===== src/rtl/warp_sched_pkg.sv =====
package warp_sched_pkg;

  localparam int DEF_WARPS   = 32;
  localparam int DEF_THREADS = 32;
  localparam int DEF_LANES   = 8;

  function automatic int wrap_next(input int v, input int n);
    return (v + 1 >= n) ? 0 : v + 1;
  endfunction

endpackage


===== src/rtl/issue_window_ctr.sv =====
module issue_window_ctr
  import warp_sched_pkg::*;
#(
  parameter int GROUPS = 4,
  localparam int GW    = (GROUPS > 1) ? $clog2(GROUPS) : 1
) (
  input  logic          clk,
  input  logic          rst_n,
  output logic [GW-1:0] grp_o,
  output logic          last_o
);

  logic [GW-1:0] grp_q;
  logic [GW-1:0] grp_d;

  always_comb begin
    grp_d = GW'(wrap_next(int'(grp_q), GROUPS));
  end

  always_ff @(posedge clk or negedge rst_n) begin
    if (!rst_n) grp_q <= '0;
    else        grp_q <= grp_d;
  end

  assign grp_o  = grp_q;
  assign last_o = (grp_q == GW'(GROUPS - 1));

  AST_GRP_STEP: assert property (@(posedge clk) disable iff (!rst_n)
    (grp_q != GW'(GROUPS - 1)) |=> (grp_q == $past(grp_q) + GW'(1)));
  AST_GRP_WRAP: assert property (@(posedge clk) disable iff (!rst_n)
    (grp_q == GW'(GROUPS - 1)) |=> (grp_q == '0));

endmodule


===== src/rtl/warp_park_table.sv =====
module warp_park_table #(
  parameter int N = 32
) (
  input  logic         clk,
  input  logic         rst_n,
  input  logic [N-1:0] valid_i,
  input  logic [N-1:0] start_i,
  input  logic [N-1:0] done_i,
  output logic [N-1:0] cand_o
);

  logic [N-1:0] parked_q;
  logic [N-1:0] parked_d;

  genvar w;
  generate
    for (w = 0; w < N; w++) begin : g_slot
      always_comb begin
        if (start_i[w])     parked_d[w] = 1'b1;
        else if (done_i[w]) parked_d[w] = 1'b0;
        else                parked_d[w] = parked_q[w];
      end
    end
  endgenerate

  always_ff @(posedge clk or negedge rst_n) begin
    if (!rst_n) parked_q <= '0;
    else        parked_q <= parked_d;
  end

  assign cand_o = valid_i & ~parked_q;

  AST_PARK_ON_START: assert property (@(posedge clk) disable iff (!rst_n)
    1'b1 |=> ((parked_q & $past(start_i)) == $past(start_i)));
  AST_DONE_RELEASES: assert property (@(posedge clk) disable iff (!rst_n)
    1'b1 |=> ((parked_q & $past(done_i & ~start_i)) == '0));

endmodule


===== src/rtl/rr_warp_picker.sv =====
module rr_warp_picker
  import warp_sched_pkg::*;
#(
  parameter int N    = 32,
  localparam int IDW = (N > 1) ? $clog2(N) : 1
) (
  input  logic           clk,
  input  logic           rst_n,
  input  logic           sample_i,
  input  logic [N-1:0]   cand_i,
  output logic           issue_o,
  output logic [IDW-1:0] id_o
);

  logic [IDW-1:0] ptr_q, ptr_d;
  logic [IDW-1:0] id_q, id_d;
  logic           issue_q, issue_d;
  logic           found;
  logic [IDW-1:0] pick;
  int             idx;

  always_comb begin
    found = 1'b0;
    pick  = '0;
    idx   = 0;
    for (int k = 0; k < N; k++) begin
      idx = int'(ptr_q) + k;
      if (idx >= N) idx = idx - N;
      if (!found && cand_i[idx]) begin
        found = 1'b1;
        pick  = IDW'(idx);
      end
    end
  end

  always_comb begin
    issue_d = 1'b0;
    id_d    = id_q;
    ptr_d   = ptr_q;
    if (sample_i && found) begin
      issue_d = 1'b1;
      id_d    = pick;
      ptr_d   = IDW'(wrap_next(int'(pick), N));
    end
  end

  always_ff @(posedge clk or negedge rst_n) begin
    if (!rst_n) begin
      issue_q <= 1'b0;
      id_q    <= '0;
      ptr_q   <= '0;
    end else begin
      issue_q <= issue_d;
      id_q    <= id_d;
      ptr_q   <= ptr_d;
    end
  end

  assign issue_o = issue_q;
  assign id_o    = id_q;

  AST_IDLE_PTR_HOLD: assert property (@(posedge clk) disable iff (!rst_n)
    (sample_i && (cand_i == '0)) |=> ($stable(ptr_q) && !issue_q));

endmodule


===== src/rtl/rr_warp_issue.sv =====
module rr_warp_issue
  import warp_sched_pkg::*;
#(
  parameter int NUM_WARPS    = DEF_WARPS,
  parameter int WARP_THREADS = DEF_THREADS,
  parameter int SIMD_LANES   = DEF_LANES,
  localparam int GROUPS      = WARP_THREADS / SIMD_LANES,
  localparam int GW          = (GROUPS > 1) ? $clog2(GROUPS) : 1,
  localparam int IDW         = (NUM_WARPS > 1) ? $clog2(NUM_WARPS) : 1
) (
  input  logic                 clk,
  input  logic                 rst_n,
  input  logic [NUM_WARPS-1:0] warp_valid_i,
  input  logic [NUM_WARPS-1:0] ll_start_i,
  input  logic [NUM_WARPS-1:0] ll_done_i,
  output logic                 issue_o,
  output logic [IDW-1:0]       issue_id_o,
  output logic [GW-1:0]        lane_grp_o
);

  logic                 win_last;
  logic [NUM_WARPS-1:0] cand;

  issue_window_ctr #(.GROUPS(GROUPS)) u_win (
    .clk    (clk),
    .rst_n  (rst_n),
    .grp_o  (lane_grp_o),
    .last_o (win_last)
  );

  warp_park_table #(.N(NUM_WARPS)) u_park (
    .clk     (clk),
    .rst_n   (rst_n),
    .valid_i (warp_valid_i),
    .start_i (ll_start_i),
    .done_i  (ll_done_i),
    .cand_o  (cand)
  );

  rr_warp_picker #(.N(NUM_WARPS)) u_pick (
    .clk      (clk),
    .rst_n    (rst_n),
    .sample_i (win_last),
    .cand_i   (cand),
    .issue_o  (issue_o),
    .id_o     (issue_id_o)
  );

  AST_STROBE_IN_GRP0: assert property (@(posedge clk) disable iff (!rst_n)
    issue_o |-> (lane_grp_o == '0));
  AST_ID_HELD: assert property (@(posedge clk) disable iff (!rst_n)
    (lane_grp_o != '0) |-> $stable(issue_id_o));

endmodule


===== config.mk =====
export PLATFORM = sky130hd
export DESIGN_NAME = rr_warp_issue
export DESIGN_NICKNAME = d
export VERILOG_FILES = /design/src/rtl/warp_sched_pkg.sv /design/src/rtl/issue_window_ctr.sv /design/src/rtl/warp_park_table.sv /design/src/rtl/rr_warp_picker.sv /design/src/rtl/rr_warp_issue.sv
export SDC_FILE = /design/constraint.sdc
export NUM_CORES = 1
export LEC_CHECK = 0
export ABC_AREA = 1
export BUFFER_PORTS_ARGS = -buffer_cell sky130_fd_sc_hd__buf_2
export CORE_MARGIN = 5
export CORE_UTILIZATION = 50
export DETAILED_ROUTE_END_ITERATION = 8
export GPL_TIMING_DRIVEN = 0
export PLACE_DENSITY_LB_ADDON = 0.25
export RECOVER_POWER = 100
export SLEW_MARGIN = 20
export SYNTH_ARGS = -nofsm -noshare
export SYNTH_HDL_FRONTEND = slang
export SYNTH_SLANG_ARGS = --single-unit

===== constraint.sdc =====
create_clock -name clk -period 7.6 [get_ports clk]
set_input_delay 0.76 -clock clk [delete_from_list [all_inputs] [get_ports clk]]
set_output_delay 0.76 -clock clk [all_outputs]
set_load 0.01 [all_outputs]

==> impl_metrics.json <==
{
  "rrSetupSlack_ns": 0.70,
  "path_clk_slew_ns": 0.06,
  "whs_path_depth": 1,
  "rr_startpoint": "u_pick.ptr_q[1]",
  "core_area_sq_um": 12520,
  "critPathMaxFanout": 13,
  "io_buffer_count": 105,
  "synth_seq_cells": 45,
  "grt_max_degree": 46,
  "cts_setup_buffers": 0,
  "post-route-period-util": 0.9077,
  "clock_skew_ns": 0.009609,
  "critPathSlowestCell": "clkbuf_1",
  "ioPinCount": 106,
  "drt_iter0_markers": 1012,
  "fin_nets": 1279,
  "final_cells": 1338,
  "crit_top_cell": "nand2_1",
  "grt-ovfl-total": 0,
  "cts_buffer_depth": 2,
  "syn2layout_area_growth_pct": 13.50,
  "drt_first_pass_iters": 6,
  "clock_sinks": 45,
  "synthSimpleGateAreaFrac": 0.5187,
  "drive_gt1_frac": 0.1621,
  "cts_buffers": 5,
  "synth_compound_gate_area_share": 0.1121,
  "wl_mm": 23.69,
  "end_kind": "register",
  "postSynth.asyncResetShare": 1.000,
  "min_to": "u_win.grp_o[0]",
  "maxSlewHeadroom": 0.1775,
  "dp.final_hpwl_mm": 19.43,
  "synth_top_family_by_area": "simple AND/OR/NAND/NOR gates",
  "rsz0062_at_grt": "false",
  "ant_nets": 0,
  "die_h_um": 122.5,
  "synth_cell_types": 45,
  "start_util": 0.5057,
  "fin_crit_ns": 6.899,
  "yosys-mux-area-fraction": 0,
  "antenna_found_initial": 0,
  "grt_pass1_wl_mm": 37.40,
  "drc": 0,
  "finalHoldViolCount": 0,
  "holdCritStartpoint": "u_win.grp_o[0]",
  "synth_enable_flop_cells": 0,
  "startpoint_type": "register",
  "ys.flop_type": "dfrtp_1",
  "cts_tree": "built",
  "clock_latency_ns": 0.30,
  "arrival_ns": 7.09,
  "ctsHoldBuffers": 0,
  "cts_root_buf": "clkbuf_16",
  "row_count": 41,
  "drt-vias-per-instance": 5.676,
  "hp-class": "register to register",
  "maxSlewViolCount": 0,
  "worst_slack_ns": 0.7012,
  "ys_seq_area_frac": 0.1779,
  "fp.dieArea_sq_um": 15010,
  "wire_per_inst_um": 17.71,
  "status": "complete, no violations",
  "tightest_slew_ns": 1.234,
  "num_antenna_cells": 0,
  "max_stage_delay_ns": 0.69,
  "setup_tns_ns": 0,
  "cts_resized": 0,
  "fmax_mhz": 145.0,
  "netlist_area_sq_um": 6330,
  "synthCells": 1053,
  "synth_fa_ha_area_frac": 0.02965,
  "first_global_vias": 7011,
  "synthesis.nets": 1166,
  "yosysWarnings": 0,
  "h-tree-depth": 2,
  "reg2reg_to": "u_pick.ptr_q[4]",
  "critPathRequiredTime_ns": 7.79,
  "place_ws_ns": 0.9318,
  "syn-mean-instance-area_sq_um": 6.011,
  "synth-xor-area-share": 0.02728,
  "maxCapViolCount": 0,
  "die-width_um": 122.5,
  "worstPathBufferInverterCount": 9,
  "dpl.cell_count": 1330,
  "vias": 7595,
  "setup_viol": 0,
  "rr_worst_depth": 43,
  "gp_congestion": 1.064,
  "grt.total_usage": 0.3244,
  "critical_path_class": "register to register",
  "critPathTopFamily": "simple AND/OR/NAND/NOR gates"
}
[worst reg2reg max path: cells and delay by family, from the launching register on]
kind / cells / cell delay [ns]
AO/OA/AOI/OAI: 1 / 0.23
AND/OR/NAND/NOR: 30 / 2.91
flip-flops: 1 / 0.42
adder cells (fa/ha/maj): 2 / 0.71
buffers and inverters: 9 / 2.20
XOR/XNOR: 1 / 0.33
[through the flow]
| stage | util | area [sq um] | hold WS (ns) |
|---|---|---|---|
| 3_5_place_dp | 0.5649 | 7071 | 0.4686 |
| 5_1_grt | 0.5740 | 7184 | 0.5191 |
| 4_1_cts | 0.5760 | 7209 | 0.4780 |
| 3_3_place_gp | 0.5649 | 7071 | 0.4616 |
| 2_1_floorplan | - | 6330 | 0.4644 |
| 6_report | 0.5740 | 7184 | 0.4808 |
[logic make-up after synthesis]
group | count (synthesis)
buffers and inverters | 190
flip-flops | 45
AO/OA/AOI/OAI | 111
XOR/XNOR | 15
AND/OR/NAND/NOR | 677
adder cells (fa/ha/maj) | 15
[cells in the final DEF (no fill, tap or decap), types with 2 or more instances in the layout]
| cell type | netlist | routed |
|---|---|---|
| inv_6 | 1 | 2 |
| nor2_4 | 8 | 8 |
| buf_2 | 7 | 103 |
| nand4_2 | 3 | 3 |
| buf_8 | 3 | 3 |
| o21ai_1 | 5 | 5 |
| nand3_2 | 11 | 10 |
| nand4_4 | 4 | 4 |
| nand2_2 | 7 | 6 |
| xor2_1 | 11 | 12 |
| nor2_1 | 65 | 66 |
| nor3_1 | 3 | 3 |
| inv_2 | 12 | 12 |
| and2_1 | 2 | 2 |
| nor2_2 | 3 | 2 |
| o21ai_0 | 38 | 38 |
| buf_1 | 3 | 2 |
| nand3b_1 | 3 | 3 |
| nand2_4 | 2 | 2 |
| buf_6 | 8 | 8 |
| o21a_1 | 9 | 9 |
| a31oi_1 | 5 | 5 |
| buf_4 | 8 | 8 |
| clkbuf_1 | 5 | 16 |
| nand3_1 | 277 | 278 |
| o21bai_1 | 34 | 34 |
| nor4_1 | 2 | 2 |
| a21oi_1 | 12 | 12 |
| xor2_2 | 3 | 2 |
| nand4_1 | 22 | 22 |
| dfrtp_1 | 45 | 45 |
| inv_1 | 142 | 142 |
| o21ai_2 | 3 | 3 |
| ha_1 | 15 | 15 |
| clkbuf_16 | 0 | 5 |
| nor2_8 | 2 | 2 |
| nand2_1 | 261 | 262 |
[worst max-delay path by stage]
stage                                from         endpoint  depth (start not counted)
after detailed placement  u_pick.ptr_q[1]  u_pick.ptr_q[4]                         38
final                     u_pick.ptr_q[1]  u_pick.ptr_q[4]                         43
after global placement    u_pick.ptr_q[1]  u_pick.ptr_q[4]                         38
after floorplan           u_pick.ptr_q[1]  u_pick.ptr_q[4]                         37
after CTS                 u_pick.ptr_q[1]  u_pick.ptr_q[4]                         38
after global routing      u_pick.ptr_q[1]  u_pick.ptr_q[4]                         43
[final cells by class]
cell class / instances / area [sq um]
multi-input combinational: 818 / 4335
buffer: 34 / 260.3
tap: 172 / 215.2
timing repair buffer: 106 / 518.0
inverter: 156 / 590.6
sequential: 45 / 1126
fill: 1339 / 5333
clock buffer: 5 / 125.1
clock inverter: 2 / 13.76
[synth_stat cells (all sizes together) (2+ instances only)]
master | n | area, sq um
o21a | 9 | 67.56
nand4 | 29 | 260.3
nand2 | 270 | 1046
nor2 | 78 | 392.9
dfrtp | 45 | 1126
and2 | 2 | 12.51
a31oi | 6 | 52.55
nand3b | 3 | 22.52
nand3 | 289 | 1514
buf | 29 | 241.5
nor3 | 3 | 15.01
inv | 155 | 586.8
xor2 | 14 | 145.1
o21ai | 46 | 241.5
o21bai | 34 | 255.2
a21oi | 13 | 68.82
clkbuf | 5 | 18.77
nor4 | 2 | 12.51
ha | 15 | 187.7
[per-layer routing]
layer / share of wire / routed length [um] / up-vias / global-route usage
li1: - / - / 3692 / -
met1: 0.42 / 9982 / 3443 / 0.4554
met2: 0.44 / 10530 / 411 / 0.5060
met3: 0.11 / 2534 / 49 / 0.06544
met4: 0.027 / 643 / 0 / 0.09237
met5: 0 / 0 / - / 0
[state kept, by name, summed over array words and instances, names as in the netlist]
| signal | cells |
|---|---|
| u_pick.ptr_q | 5 |
| u_pick.issue_o | 1 |
| u_pick.id_o | 5 |
| u_park.parked_q | 32 |
| u_win.grp_o | 2 |
Power is left out: the tool's default activity adds up to more than one toggle a clock period on the data nets, which glitch-free logic cannot reach.
